**config.mk**
```make
export PLATFORM = sky130hd
export DESIGN_NAME = ptw_walker
export DESIGN_NICKNAME = d
export VERILOG_FILES = /design/src/rtl/ptw_pkg.sv /design/src/rtl/ptw_addr_gen.sv /design/src/rtl/ptw_entry_decode.sv /design/src/rtl/ptw_ctrl.sv /design/src/rtl/ptw_walker.sv
export SDC_FILE = /design/constraint.sdc
export NUM_CORES = 1
export LEC_CHECK = 0
export BUFFER_PORTS_ARGS = -buffer_cell sky130_fd_sc_hd__buf_2
export CORE_MARGIN = 1.5
export CORE_UTILIZATION = 44
export DETAILED_ROUTE_END_ITERATION = 10
export PLACE_DENSITY = 0.8
export REMOVE_ABC_BUFFERS = 1
export SETUP_SLACK_MARGIN = 0.5
export SYNTH_ARGS = -nofsm -noshare
export SYNTH_HDL_FRONTEND = slang
export SYNTH_SLANG_ARGS = --single-unit
```
**constraint.sdc**
```tcl
create_clock -name clk -period 2.27 [get_ports clk]
set_input_delay 0.681 -clock clk [delete_from_list [all_inputs] [get_ports clk]]
set_output_delay 0.681 -clock clk [all_outputs]
set_load 0.02 [all_outputs]
```
**src/rtl/ptw_pkg.sv**
```systemverilog
package ptw_pkg;
  localparam int VA_W      = 32;
  localparam int PAGE_BITS = 12;
  localparam int IDX_W     = 10;
  localparam int ENT_LOG   = 2;
  localparam int FRAME_W   = VA_W - PAGE_BITS;

  localparam int RO_BIT    = 2;
  localparam int MARK_BIT  = 3;
  localparam int REF_BIT   = 3;
  localparam int MOD_BIT   = 4;
  localparam int PRSV_BIT  = 5;
  localparam int CI_BIT    = 6;
  localparam int SZERO_LO  = 4;
  localparam int SZERO_HI  = PAGE_BITS - 1;

  typedef enum logic [1:0] {
    FLT_NONE  = 2'd0,
    FLT_TABLE = 2'd1,
    FLT_PAGE  = 2'd2,
    FLT_PROT  = 2'd3
  } fault_e;

  typedef enum logic [2:0] {
    ST_IDLE, ST_SEG, ST_PG, ST_WB, ST_RESP
  } walk_st_e;

  function automatic logic [VA_W-1:0] entry_addr(input logic [FRAME_W-1:0] frame,
                                                 input logic [IDX_W-1:0] idx);
    return {frame, idx, {ENT_LOG{1'b0}}};
  endfunction

  function automatic logic seg_ok(input logic [VA_W-1:0] e);
    return (e[SZERO_HI:SZERO_LO] == '0) && e[MARK_BIT];
  endfunction

  function automatic logic pg_ok(input logic [VA_W-1:0] e);
    return !e[PRSV_BIT];
  endfunction

  function automatic logic [VA_W-1:0] pg_touch(input logic [VA_W-1:0] e, input logic wr);
    logic [VA_W-1:0] n;
    n = e;
    n[REF_BIT] = 1'b1;
    if (wr) n[MOD_BIT] = 1'b1;
    return n;
  endfunction
endpackage

```
**src/rtl/ptw_addr_gen.sv**
```systemverilog
module ptw_addr_gen
  import ptw_pkg::*;
(
  input  logic               req_user,
  input  logic [FRAME_W-1:0] user_base,
  input  logic [FRAME_W-1:0] sup_base,
  input  logic [FRAME_W-1:0] lat_base,
  input  logic [VA_W-1:0]    lat_va,
  input  logic [FRAME_W-1:0] lat_seg_frame,
  output logic [FRAME_W-1:0] base_sel,
  output logic [VA_W-1:0]    seg_addr,
  output logic [VA_W-1:0]    pg_addr
);
  localparam int SEG_LO = PAGE_BITS + IDX_W;

  wire unused_offset = ^lat_va[PAGE_BITS-1:0];

  assign base_sel = req_user ? user_base : sup_base;
  assign seg_addr = entry_addr(lat_base, lat_va[VA_W-1:SEG_LO]);
  assign pg_addr  = entry_addr(lat_seg_frame, lat_va[SEG_LO-1:PAGE_BITS]);
endmodule

```
**src/rtl/ptw_entry_decode.sv**
```systemverilog
module ptw_entry_decode
  import ptw_pkg::*;
(
  input  logic [VA_W-1:0]    entry,
  input  logic               is_write,
  output logic               seg_valid,
  output logic               pg_valid,
  output logic               ent_ro,
  output logic               ent_ci,
  output logic [FRAME_W-1:0] ent_frame,
  output logic [VA_W-1:0]    wb_data,
  output logic               wb_needed
);
  assign seg_valid = seg_ok(entry);
  assign pg_valid  = pg_ok(entry);
  assign ent_ro    = entry[RO_BIT];
  assign ent_ci    = entry[CI_BIT];
  assign ent_frame = entry[VA_W-1:PAGE_BITS];
  assign wb_data   = pg_touch(entry, is_write);
  assign wb_needed = (wb_data != entry);
endmodule

```
**src/rtl/ptw_ctrl.sv**
```systemverilog
module ptw_ctrl
  import ptw_pkg::*;
(
  input  logic               clk,
  input  logic               rst_n,
  input  logic               req_valid,
  input  logic [VA_W-1:0]    req_va,
  input  logic               req_write,
  input  logic [FRAME_W-1:0] base_sel,
  input  logic [VA_W-1:0]    seg_addr,
  input  logic [VA_W-1:0]    pg_addr,
  input  logic               mem_ack,
  input  logic               seg_valid,
  input  logic               pg_valid,
  input  logic               ent_ro,
  input  logic               ent_ci,
  input  logic [FRAME_W-1:0] ent_frame,
  input  logic [VA_W-1:0]    wb_data,
  input  logic               wb_needed,
  output logic [FRAME_W-1:0] lat_base,
  output logic [VA_W-1:0]    lat_va,
  output logic               lat_write,
  output logic [FRAME_W-1:0] lat_seg_frame,
  output logic               mem_req,
  output logic               mem_we,
  output logic [VA_W-1:0]    mem_addr,
  output logic [VA_W-1:0]    mem_wdata,
  output logic               busy,
  output logic               done,
  output logic [FRAME_W-1:0] resp_frame,
  output logic               resp_cinh,
  output logic               resp_ro,
  output fault_e             resp_fault,
  output logic               evt_accept,
  output logic               evt_seg_bad,
  output logic               evt_pg_bad,
  output logic               evt_prot
);
  walk_st_e        state;
  logic            seg_ro;
  logic [VA_W-1:0] wb_q;
  logic            ro_any;

  assign ro_any      = seg_ro | ent_ro;
  assign evt_accept  = (state == ST_IDLE) && req_valid;
  assign evt_seg_bad = (state == ST_SEG) && mem_ack && !seg_valid;
  assign evt_pg_bad  = (state == ST_PG) && mem_ack && !pg_valid;
  assign evt_prot    = (state == ST_PG) && mem_ack && pg_valid && lat_write && ro_any;

  assign mem_req   = (state == ST_SEG) || (state == ST_PG) || (state == ST_WB);
  assign mem_we    = (state == ST_WB);
  assign mem_addr  = (state == ST_SEG) ? seg_addr : pg_addr;
  assign mem_wdata = wb_q;
  assign busy      = (state != ST_IDLE);
  assign done      = (state == ST_RESP);

  always_ff @(posedge clk) begin
    if (!rst_n) begin
      state         <= ST_IDLE;
      lat_base      <= '0;
      lat_va        <= '0;
      lat_write     <= 1'b0;
      lat_seg_frame <= '0;
      seg_ro        <= 1'b0;
      wb_q          <= '0;
      resp_frame    <= '0;
      resp_cinh     <= 1'b0;
      resp_ro       <= 1'b0;
      resp_fault    <= FLT_NONE;
    end else begin
      case (state)
        ST_IDLE: begin
          if (req_valid) begin
            lat_base  <= base_sel;
            lat_va    <= req_va;
            lat_write <= req_write;
            state     <= ST_SEG;
          end
        end
        ST_SEG: begin
          if (mem_ack) begin
            if (!seg_valid) begin
              resp_frame <= '0;
              resp_cinh  <= 1'b0;
              resp_ro    <= 1'b0;
              resp_fault <= FLT_TABLE;
              state      <= ST_RESP;
            end else begin
              lat_seg_frame <= ent_frame;
              seg_ro        <= ent_ro;
              state         <= ST_PG;
            end
          end
        end
        ST_PG: begin
          if (mem_ack) begin
            if (!pg_valid) begin
              resp_frame <= '0;
              resp_cinh  <= 1'b0;
              resp_ro    <= 1'b0;
              resp_fault <= FLT_PAGE;
              state      <= ST_RESP;
            end else if (lat_write && ro_any) begin
              resp_frame <= '0;
              resp_cinh  <= 1'b0;
              resp_ro    <= 1'b1;
              resp_fault <= FLT_PROT;
              state      <= ST_RESP;
            end else begin
              resp_frame <= ent_frame;
              resp_cinh  <= ent_ci;
              resp_ro    <= ro_any;
              resp_fault <= FLT_NONE;
              wb_q       <= wb_data;
              state      <= wb_needed ? ST_WB : ST_RESP;
            end
          end
        end
        ST_WB:   if (mem_ack) state <= ST_RESP;
        ST_RESP: state <= ST_IDLE;
        default: state <= ST_IDLE;
      endcase
    end
  end
endmodule

```
**src/rtl/ptw_walker.sv**
```systemverilog
module ptw_walker
  import ptw_pkg::*;
(
  input  logic               clk,
  input  logic               rst_n,
  input  logic               req_valid,
  input  logic               req_user,
  input  logic [VA_W-1:0]    req_va,
  input  logic               req_write,
  input  logic [FRAME_W-1:0] user_base,
  input  logic [FRAME_W-1:0] sup_base,
  output logic               mem_req,
  output logic               mem_we,
  output logic [VA_W-1:0]    mem_addr,
  output logic [VA_W-1:0]    mem_wdata,
  input  logic               mem_ack,
  input  logic [VA_W-1:0]    mem_rdata,
  output logic               busy,
  output logic               done,
  output logic [FRAME_W-1:0] resp_frame,
  output logic               resp_cinh,
  output logic               resp_ro,
  output logic [1:0]         resp_fault
);
  logic [FRAME_W-1:0] base_sel, lat_base, lat_seg_frame, ent_frame;
  logic [VA_W-1:0]    lat_va, seg_addr, pg_addr, wb_data;
  logic               lat_write, seg_valid, pg_valid, ent_ro, ent_ci, wb_needed;
  logic               evt_accept, evt_seg_bad, evt_pg_bad, evt_prot;
  fault_e             fault_q;

  assign resp_fault = fault_q;

  ptw_addr_gen u_addr (
    .req_user(req_user), .user_base(user_base), .sup_base(sup_base),
    .lat_base(lat_base), .lat_va(lat_va), .lat_seg_frame(lat_seg_frame),
    .base_sel(base_sel), .seg_addr(seg_addr), .pg_addr(pg_addr)
  );

  ptw_entry_decode u_dec (
    .entry(mem_rdata), .is_write(lat_write),
    .seg_valid(seg_valid), .pg_valid(pg_valid), .ent_ro(ent_ro), .ent_ci(ent_ci),
    .ent_frame(ent_frame), .wb_data(wb_data), .wb_needed(wb_needed)
  );

  ptw_ctrl u_ctrl (
    .clk(clk), .rst_n(rst_n), .req_valid(req_valid), .req_va(req_va),
    .req_write(req_write), .base_sel(base_sel), .seg_addr(seg_addr), .pg_addr(pg_addr),
    .mem_ack(mem_ack), .seg_valid(seg_valid), .pg_valid(pg_valid), .ent_ro(ent_ro),
    .ent_ci(ent_ci), .ent_frame(ent_frame), .wb_data(wb_data), .wb_needed(wb_needed),
    .lat_base(lat_base), .lat_va(lat_va), .lat_write(lat_write),
    .lat_seg_frame(lat_seg_frame), .mem_req(mem_req), .mem_we(mem_we),
    .mem_addr(mem_addr), .mem_wdata(mem_wdata), .busy(busy), .done(done),
    .resp_frame(resp_frame), .resp_cinh(resp_cinh), .resp_ro(resp_ro),
    .resp_fault(fault_q), .evt_accept(evt_accept), .evt_seg_bad(evt_seg_bad),
    .evt_pg_bad(evt_pg_bad), .evt_prot(evt_prot)
  );
endmodule

```
# Word-level counts from Yosys, hierarchy flattened
# Cells that the tools add are included.
[totals]
output_inout_bits = 92
register_bits = 132
in_bits = 110
[classes]
n_eq_ne = 10
n_bitwise = 3
reduce_logical = 13
mux = 34
[op_table]
columns = ["cell", "n"]
rows = [
  ["two-way mux 20 bit", 6],
  ["one-hot mux 20 bit (2 select lines)", 1],
  ["two-way mux 32 bit", 1],
  ["two-way mux 3 bit", 8],
  ["one-hot mux 3 bit (4 select lines)", 1],
  ["AND reduction 4 bit", 3],
  ["two-way mux 2 bit", 5],
  ["two-way mux 1 bit", 9],
  ["zero test 8 bit", 1],
  ["inequality test 2 bit, second input constant", 4],
  ["equality test 3 x 2 -> 1 bit, second input constant", 2],
  ["one-hot mux 1 bit (2 select lines)", 2],
  ["one-hot mux 2 bit (2 select lines)", 1],
  ["equality test 3 x 1 -> 1 bit, second input constant", 1],
  ["equality test 3 bit, second input constant", 1],
  ["zero test 3 bit", 1],
  ["AND reduction 3 bit", 1],
  ["nonzero test 3 bit", 1],
  ["logical AND 1 bit", 2],
  ["logical OR 1 bit", 2],
  ["inequality test 2 x 1 -> 1 bit, second input constant", 1],
  ["inequality test 2 bit", 1],
  ["inverter 1 bit", 2],
  ["AND reduction 2 bit", 1],
  ["other kinds (2)", 2],
]

# Longest topological paths before layout
# Gate-level depths: netlist of the first run.
[depth]
ltp_word = 7
depth_mapped = 7

# By module
# From an unflattened synthesis of the first run, not the netlist that was laid out.
[hier_totals]
cells_unflattened = 870
hier_area_um2 = 6851.6
[by_module_without_submodules]
columns = ["mod", "instances", "area_each_um2", "cells_per_inst"]
rows = [
  ["ptw_ctrl", 1, 5604.1, 722],
  ["ptw_addr_gen", 1, 807.0, 87],
  ["ptw_entry_decode", 1, 440.4, 61],
]

# Least setup slack after synthesis of the first run
# Ideal clock, no wire load.
[synth_timing]
path_type = "register to output"
from = "register u_ctrl.state[0]"
to = "output port mem_addr[13]"
arrival_ns = 1.605
stages_incl_launch_ff = 6
required_time_ns = 1.589
path_buffers = 3
setup_slack_ns = -0.016
path_cell_list = "dfxtp_1 > clkbuf_2 > nor3b_1 > clkbuf_1 > buf_2 > mux2_2"
[synth_via]
elab_chain_cells = 2
[synth_lines]
columns = ["element", "line_no", "rtl"]
rows = [
  ["start: declaration", "ptw_ctrl.sv:39", "walk_st_e state;"],
  ["start signal: assignment", "ptw_ctrl.sv:115", "state <= wb_needed ? ST_WB : ST_RESP;"],
  ["equality test 3 x 1 -> 1 bit", "--", ""],
  ["two-way mux 32 bit", "ptw_ctrl.sv:52", "assign mem_addr = (state == ST_SEG) ? seg_addr : pg_addr;"],
  ["end: declaration", "ptw_walker.sv:14", "output logic [VA_W-1:0] mem_addr,"],
]
# No other way between the ends.

# Worst setup path after layout of the first run
[layout_timing]
from = "register u_ctrl.state[2]"
to = "output port mem_addr[5]"
# Same word-level chain as after synthesis.

==> results_dict.tcl, run 1 <==
set metrics [dict create \
    status "finished, violations left" \
    failed_checks "setup timing" \
    cp_slowest_stage_delay_ns 0.36 \
    grt_use_total_pct 24.8 \
    finalWorstSetupSlack_ns -0.184 \
    insertion_delay_ns 0.41 \
    finalSetupViolations 30 \
    routed_via_density 5.21 \
    fin_skew_ns 0.00771 \
    dp_slack_ns -0.0723 \
    max_cap_viol_count 0 \
    drive_gt1_share_pct 47.0 \
    cts.path.max_buffers 2 \
    cts_tree "built" \
    ys_seq_elements 120 \
    clockRootBuffer "clkbuf_16" \
    report.power.total_w 0.00592 \
    leakagePower_nw 4.04 \
    worstPathArrival_ns 1.77 \
    r2r_slack_ns 0.03 \
    drc 0 \
    initial_core_util_pct 44.9 \
    cp-end-kind "primary output" \
    period_share_pct 108 \
    path_cells "nor3b_4 > buf_6 > clkbuf_16 > mux2_4 > buf_6" \
    cpMostUsedCell "buf_6" \
    timing.hold.ws_ns 0.449 \
    first_iter_violations 350 \
    worst_ep_required_time_ns 1.59 \
    first_pass_iters 4 \
    dieArea_mm2 0.0128 \
    rows 40 \
    hold_class "reg -> reg" \
    syn_avg_cell_area_um2 9.02 \
    clk_pin_slew_ns 0.05 \
    hold_viol 0 \
    final_area_mm2 0.00839 \
    vias 5080 \
    clock-sinks 120 \
    power.density_mw_per_mm2 705 \
    antenna_left 0 \
    ios 202 \
    grt_setup_unrepaired "yes" \
    first_global_vias 4728 \
    overflow 0 \
    syn_to_final_growth_pct 57.1 \
    dpl.hpwl_mm 9.40 \
    peakVddDrop_v 0.000496 \
    grt_max_degree 62 \
    cp-start-kind "flip-flop" \
    max_freq_mhz 408 \
    die_h_um 113 \
    period_minus_slack_ns 2.45 \
    antenna_cells 0 \
    antenna_found_initial 0 \
    cts_buffers 17 \
    fin_nets 925 \
    slew_viol_final 0 \
    async_flop_share_pct 0 \
    core_mm2 0.0119 \
    crit_type "reg -> out" \
    path_max_fanout 5 \
    routed_wl_mm 17.3 \
    cts_htree_levels 4 \
    grt_pass1_wl_mm 24.5 \
    dpl_cell_area_mm2 0.00648 \
    ys_types 38 \
    io_buffers 186 \
    yosys_warnings 0 \
    synth.yosys.seq_area_share_pct 45.0 \
    gp_congestion 0.850 \
    synth_edf_count 0 \
    cp_slowest_cell "dfxtp_4" \
    cts_hold_repair.buffers 0 \
    syn_inst 592 \
    wl_per_cell_um 17.8 \
    die_x_um 113 \
    synth_ff_type "dfxtp_1" \
    synthesis.area_mm2 0.00534 \
]
cells by family (layout without fill, tap and decap cells):
logic type,after synthesis,after routing,synth area share [%]
AO/OA/AOI/OAI,87,87,12.9
buffers and inverters,50,280,4.80
flip-flops,120,120,45.0
multiplexers,94,94,18.3
other,1,3,0.0702
AND/OR/NAND/NOR,240,244,19.0
critical path, delay by kind of cell, from the launching register on:
family	cells	cell delay (ns)
flip-flops	1	0.36
buffers and inverters	3	0.45
AND/OR/NAND/NOR	1	0.23
multiplexers	1	0.31
path summary, 6_finish.rpt:
check,start,endpoint,cells past startpoint
hold reg to reg,u_ctrl.resp_cinh,u_ctrl.resp_cinh,2
setup / recovery,u_ctrl.state[2],mem_addr[5],5
hold / removal,u_ctrl.resp_cinh,u_ctrl.resp_cinh,2
setup reg to reg,u_ctrl.state[2],u_ctrl.resp_frame[5],12
synth_stat cells, types with 3 or more instances:
library cell	instances	area share, %
a21boi_0	40	5.6
a21boi_1	13	1.8
and2_1	3	0.35
buf_2	6	0.56
buf_4	6	0.84
buf_6	5	1.1
clkbuf_1	31	2.2
dfxtp_1	120	45
mux2_2	30	6.3
mux2i_1	64	12
nand2_1	211	15
nor2_1	5	0.35
o211a_1	20	3.7
o21ai_0	5	0.47
or3b_2	3	0.49
layer usage:
layer	track usage, %	routed length [um]	vias up
met2	43.4	8890	180
met3	5.36	896	42
met1	28.7	6860	2420
li1	-	-	2438
met5	0	0	-
met4	12.4	667	0
placed cells by master (no fill, tap or decap), types with 3 or more instances in the layout:
| cell | netlist | layout |
|---|---|---|
| nand2_4 | 0 | 10 |
| mux2_4 | 0 | 26 |
| clkinv_2 | 0 | 5 |
| a21boi_2 | 0 | 5 |
| a21boi_0 | 40 | 21 |
| conb_1 | 1 | 3 |
| o211a_1 | 20 | 20 |
| a21boi_1 | 13 | 26 |
| bufinv_16 | 0 | 3 |
| nand2_2 | 0 | 38 |
| nor2_1 | 5 | 3 |
| mux2_2 | 30 | 4 |
| nand2_1 | 211 | 163 |
| dfxtp_1 | 120 | 117 |
| o21ai_1 | 1 | 3 |
| buf_4 | 6 | 20 |
| buf_8 | 0 | 7 |
| buf_6 | 5 | 51 |
| or4b_4 | 1 | 4 |
| clkbuf_8 | 0 | 6 |
| clkbuf_16 | 0 | 21 |
| mux2i_1 | 64 | 64 |
| buf_2 | 6 | 149 |
| buf_12 | 0 | 13 |
| buf_16 | 0 | 3 |
sequential cells by signal, indices dropped and copies added, names as in the netlist, 2 cells and up:
name                  count
u_ctrl.resp_frame        20
u_ctrl.resp_fault         2
u_ctrl.lat_seg_frame     20
u_ctrl.lat_va            20
u_ctrl.lat_base          20
u_ctrl.mem_wdata         31
u_ctrl.state              3
power by group:
group / total (W) / switching, W / internal [W]
Sequential: 0.00222 / 0.0000436 / 0.00218
Clock: 0.00281 / 0.000922 / 0.00189
Combinational: 0.000883 / 0.000430 / 0.000453
Total: 0.00592 / 0.00140 / 0.00452
what timing repair did:
| action | in CTS | in global routing |
|---|---|---|
| setup buffers | 18 | 9 |
| endpoints found under the setup margin | 112 | 113 |
| gates cloned | 9 | 5 |
| resized for setup | 94 | 162 |
| pin swaps | 58 | 35 |
per-stage QoR:
stage	utilization (%)	cells	setup TNS (ns)
after floorplan	-	545	-68.93
after global placement	54.4	902	-0.628
after detailed placement	54.4	902	-1.23
after CTS	64.4	961	-4.56
after global routing	70.5	975	-6.31
final	70.5	975	-4.88
final cells by class:
| class | count | area, um^2 |
|---|---|---|
| Sequential cell | 120 | 2410 |
| Clock inverter | 8 | 115 |
| Timing Repair Buffer | 247 | 2020 |
| Clock buffer | 24 | 512 |
| Inverter | 1 | 3.75 |
| Tap cell | 147 | 184 |
| Multi-Input combinational cell | 428 | 3150 |
| Fill cell | 844 | 3520 |
No activity file was read; power rests on OpenSTA's default activity.
==> run 2: changes to the inputs <==
Settings changed: CORE_MARGIN 1.5 to 2, CTS_CLUSTER_SIZE set to 40, PLACE_DENSITY 0.8 to 0.79.
==> run 2 against run 1 <==
  * Largest power group unchanged
  * Hold slack worse by 0.0011 ns
  * Wire length is 3.6% lower
  * The flow still finishes with violations (setup timing)
  * Via count is 1.1% lower
  * Die area is 1.8% higher
  * Total power is 1.2% higher
  * Critical path depth is 1 higher
  * Clock-buffer cell count stayed put
  * Global-route usage is 0.64 points lower
  * Flip-flop and latch count stayed put
  * Non-clock buffer count is 3 lower
  * Clock power is 4% higher
==> results_dict.tcl, run 2 (synthesis gave the netlist of run 1 again) <==
set metrics [dict create \
    status "finished, violations left" \
    failed_checks "setup timing" \
    cts.path.max_buffers 2 \
    grt_use_total_pct 24.2 \
    die_h_um 114 \
    routed_wl_mm 16.7 \
    max_cap_viol_count 0 \
    fin_skew_ns 0.00745 \
    vias 5026 \
    final_cell_mix "181 x nand2_1, 166 x buf_2, 117 x dfxtp_1" \
    grt_setup_unrepaired "yes" \
    cts_htree_levels 4 \
    gp_congestion 0.849 \
    antenna_found_initial 0 \
    report.power.total_w 0.00599 \
    leakagePower_nw 4.00 \
    crit_type "reg -> out" \
    grt_max_degree 63 \
    drc 0 \
    peakVddDrop_v 0.000601 \
    n_fill_cell 919 \
    finalWorstSetupSlack_ns -0.293 \
    first_pass_iters 5 \
    multi_input_area_mm2 0.00308 \
    core_mm2 0.0119 \
    ios 202 \
    wl_per_cell_um 17.2 \
    utilization_pct 68.0 \
    clockRootBuffer "clkbuf_16" \
    antenna_cells 0 \
    initial_core_util_pct 44.9 \
    die_x_um 114 \
    worstPathArrival_ns 1.88 \
    io_buffers 186 \
    routed_via_density 5.17 \
    grt_pass1_wl_mm 23.9 \
    hold_viol 0 \
    clock-sinks 120 \
    cp-start-kind "flip-flop" \
    insertion_delay_ns 0.41 \
    overflow 0 \
    final_area_mm2 0.00810 \
    hold_class "reg -> reg" \
    path_max_fanout 9 \
    dpl_cell_area_mm2 0.00651 \
    clk_pin_slew_ns 0.05 \
    rows 40 \
    fin_nets 922 \
    seq_area_mm2 0.00241 \
    tns_ns -7.87 \
    dp_slack_ns -0.0705 \
    syn_to_final_growth_pct 51.7 \
    first_global_vias 4474 \
    max_freq_mhz 390 \
    layout_commonest_cell "nand2_1" \
    cts_buffers 17 \
    dpl.hpwl_mm 9.31 \
    drive_gt1_share_pct 44.7 \
    period_minus_slack_ns 2.56 \
    first_iter_violations 311 \
    antenna_left 0 \
    largest_register_ffs 31 \
    worst_ep_required_time_ns 1.59 \
    power.density_mw_per_mm2 740 \
    cp-end-kind "primary output" \
    period_share_pct 113 \
    slew_viol_final 0 \
    cts_tree "built" \
    dieArea_mm2 0.0130 \
    finalSetupViolations 30 \
]
## run 2: cell types whose count changed in the layout (fill, tap and decap cells not counted), moves of 15 or more
cell / change
buf_2: +17
buf_6: -24
mux2_2: +15
mux2_4: -15
nand2_1: +18
nand2_2: -24
## run 2: final timing paths
kind	start	depth (start not counted)	endpoint	slack (ns)
worst max register to register	u_ctrl.state[2]	9	u_ctrl.mem_wdata[10]	0.24
worst min register to register	u_ctrl.mem_wdata[8]	2	u_ctrl.mem_wdata[8]	0.45
worst max-delay path	u_ctrl.state[1]	6	mem_addr[28]	-0.29
worst min-delay path	u_ctrl.mem_wdata[8]	2	u_ctrl.mem_wdata[8]	0.45
## run 2: power by group
group | switching, W | internal, W
clock network | 0.000935 | 0.00198
logic | 0.000430 | 0.000433
registers | 0.0000389 | 0.00218
## run 2: area by class of cell
type                            instances  area share (%)
Multi-Input combinational cell        428            37.9
Timing Repair Buffer                  244            22.0
Sequential cell                       120            29.8
Clock buffer                           24            6.19
Inverter                                1          0.0463
Clock inverter                          8            1.73
Tap cell                              147            2.27
## run 2: worst max-delay path, stage by stage (launching register included)
cell and delay [ns]:
dfxtp_4 0.36, buf_6 0.12, nor3b_4 0.21, buf_6 0.15
buf_12 0.13, mux2_2 0.34, buf_4 0.16
## run 2: per-stage QoR
step	cells	hold slack, ns
finish	972	0.448
global route	972	0.466
global placement	903	0.438
CTS	959	0.449
detailed placement	903	0.442
floorplan	545	0.435
## run 2: per-layer routing
metal / GRT usage [%] / up-vias / share of wire, %
li1: - / 2446 / -
met1: 29.3 / 2387 / 42
met2: 40.9 / 169 / 51
met3: 7.09 / 24 / 5.3
met4: 8.62 / 0 / 1.8
met5: 0 / - / 0
## run 2: what timing repair did
item,in CTS,in global routing
gates resized for setup,73,98
gates cloned,9,2
pin swaps,16,22
buffers inserted,15,11
setup endpoints to repair,112,116
hold buffers,0,0
==> run 3: changes to the inputs <==
Settings changed: REMOVE_ABC_BUFFERS 1 to unset, SETUP_SLACK_MARGIN 0.5 to 0.05, TNS_END_PERCENT set to 50.
==> run 3 against run 2 <==
  * The run still ends with setup timing left
  * Fmax is 3.7% higher
  * Wire length decreased by 16%
  * Clock skew down 0.0021 ns
  * Final area shrank 10%
  * Hold slack better by 0.0050 ns
  * Utilization is 7.0 points lower
  * Global-route usage shrank 2.6 points
  * Combinational power is 20% lower
  * Sequential power is essentially flat
  * Total power fell by 5.6%
  * Critical path type unchanged
  * Critical endpoint is now mem_addr[18]
==> results_dict.tcl, run 3 (synthesis gave the netlist of run 1 again) <==
set metrics [dict create \
    ios 202 \
    period_minus_slack_ns 2.47 \
    worst_ep_required_time_ns 1.59 \
    report.power.total_w 0.00566 \
    leakagePower_nw 3.55 \
    die_x_um 114 \
    max_slew_margin_pct 63.4 \
    initial_core_util_pct 44.9 \
    antenna_left 0 \
    critPathBufInv 3 \
    clockRootBuffer "clkbuf_16" \
    gp_congestion 0.826 \
    grt_use_total_pct 21.6 \
    routed_wl_mm 14.0 \
    cts_htree_levels 4 \
    cts_hold_repair.buffers 0 \
    cp-end-kind "primary output" \
    clock-sinks 120 \
    path_depth 5 \
    hold_class "reg -> reg" \
    fin_nets 891 \
    io_buffers 186 \
    max_cap_viol_count 0 \
    final_area_mm2 0.00726 \
    cp_slowest_cell "dfxtp_4" \
    crit_type "reg -> out" \
    fin_skew_ns 0.00540 \
    grt_max_degree 83 \
    cts.path.max_buffers 2 \
    path_max_fanout 9 \
    cpLargestDelayFamily "buffers and inverters" \
    cp-start-kind "flip-flop" \
    dpl_cell_area_mm2 0.00648 \
    r2r_cells 6 \
    rows 40 \
    antenna_found_initial 0 \
    core_mm2 0.0119 \
    status "finished, violations left" \
    hold_viol 0 \
    slew_viol_final 0 \
    peakVddDrop_v 0.000597 \
    routed_via_density 4.99 \
    finalSetupViolations 30 \
    cts_tree "built" \
    drive_gt1_share_pct 37.7 \
    hold_end "u_ctrl.resp_frame[9]" \
    wl_per_cell_um 14.9 \
    hold_path_depth 2 \
    tightest_slew_ns 0.549 \
    syn_to_final_growth_pct 36.0 \
    antenna_cells 0 \
    worstPathArrival_ns 1.79 \
    vias 4691 \
    multi_input_area_mm2 0.00277 \
    power.density_mw_per_mm2 779 \
    n_fill_cell 1031 \
    period_share_pct 109 \
    grt_setup_unrepaired "yes" \
    cts_buffers 17 \
    die_h_um 114 \
    grt_pass1_wl_mm 21.9 \
    cp_slowest_stage_delay_ns 0.36 \
    finalWorstSetupSlack_ns -0.200 \
    first_pass_iters 4 \
    overflow 0 \
    final_cell_mix "209 x nand2_1, 177 x buf_2, 117 x dfxtp_1" \
    insertion_delay_ns 0.42 \
    path_cells "nor3b_4 > buf_6 > buf_12 > mux2_2 > buf_2" \
    min_from "u_ctrl.resp_frame[9]" \
    clk_pin_slew_ns 0.05 \
    dpl.hpwl_mm 9.42 \
    max_freq_mhz 405 \
    first_global_vias 4482 \
    failed_checks "setup timing" \
    tns_ns -4.82 \
    drc 0 \
    first_iter_violations 277 \
    dieArea_mm2 0.0130 \
    worstReg2RegEnd "u_ctrl.mem_wdata[26]" \
    seq_area_mm2 0.00241 \
    r2r-start "u_ctrl.state[0]" \
    largest_register_ffs 31 \
    layout_commonest_cell "nand2_1" \
    r2r_slack_ns 0.10 \
]
## run 3: cell types whose count changed in the layout (fill, tap and decap cells not counted), moves of 8 or more
cell / previous run / this run
nand2_2: 14 / 2
a21boi_0: 20 / 40
mux2_4: 11 / 3
buf_4: 33 / 25
mux2_2: 19 / 27
nand2_1: 181 / 209
buf_6: 27 / 8
buf_2: 166 / 177
a21boi_2: 9 / 1
nand2_4: 16 / 0
a21boi_1: 24 / 12
## run 3: what timing repair did
action | in CTS | in global routing
buffers inserted | 6 | 1
resized for setup | 15 | 21
pin swaps | 3 | 9
setup endpoints to repair | 54 | 83
cloned | 1 | 1
## run 3: power by group
group	switching, W	total (W)	internal (W)
clock network	0.000948	0.00275	0.00180
registers	0.0000373	0.00222	0.00218
logic	0.000365	0.000692	0.000327
## run 3: worst max path at each step
stage                          startpoint                     to
final                     u_ctrl.state[2]           mem_addr[18]
after global routing      u_ctrl.state[2]           mem_addr[18]
after CTS                 u_ctrl.state[0]           mem_addr[17]
after detailed placement     mem_rdata[9]  u_ctrl.resp_frame[15]
after global placement       mem_rdata[9]  u_ctrl.resp_frame[16]
after floorplan           u_ctrl.state[0]           mem_addr[13]
## run 3: layout make-up
cell class,instances,share of cell area (%)
timing repair buffer,216,17.6
tap,147,2.53
multi-input combinational,425,38.2
sequential,120,33.2
clock inverter,12,2.05
clock buffer,20,6.42
inverter,1,0.0517
## run 3: layer usage
| metal | up-vias | GRT usage [%] | part of all wire [%] |
|---|---|---|---|
| li1 | 2358 | - | - |
| met1 | 2137 | 26.8 | 46 |
| met2 | 174 | 34.8 | 45 |
| met3 | 22 | 7.83 | 7.3 |
| met4 | 0 | 7.32 | 1.7 |
| met5 | - | 0 | 0 |
## run 3: worst reg2reg max path: stages (launching register included)
cell	delay (ns)
dfxtp_2	0.33
buf_4	0.13
or3b_2	0.49
buf_6	0.17
or4b_4	0.70
nand2_1	0.12
a21boi_0	0.10
## run 3: stage by stage
| step | setup slack [ns] | cells | hold WS [ns] | util, % |
|---|---|---|---|---|
| 5_1_grt | -0.267 | 941 | 0.465 | 61.0 |
| 4_1_cts | -0.200 | 940 | 0.456 | 60.6 |
| 3_5_place_dp | -0.0825 | 901 | 0.446 | 54.4 |
| 3_3_place_gp | -0.0472 | 901 | 0.438 | 54.4 |
| 6_report | -0.200 | 941 | 0.453 | 61.0 |
| 2_1_floorplan | 0.105 | 594 | 0.435 | - |
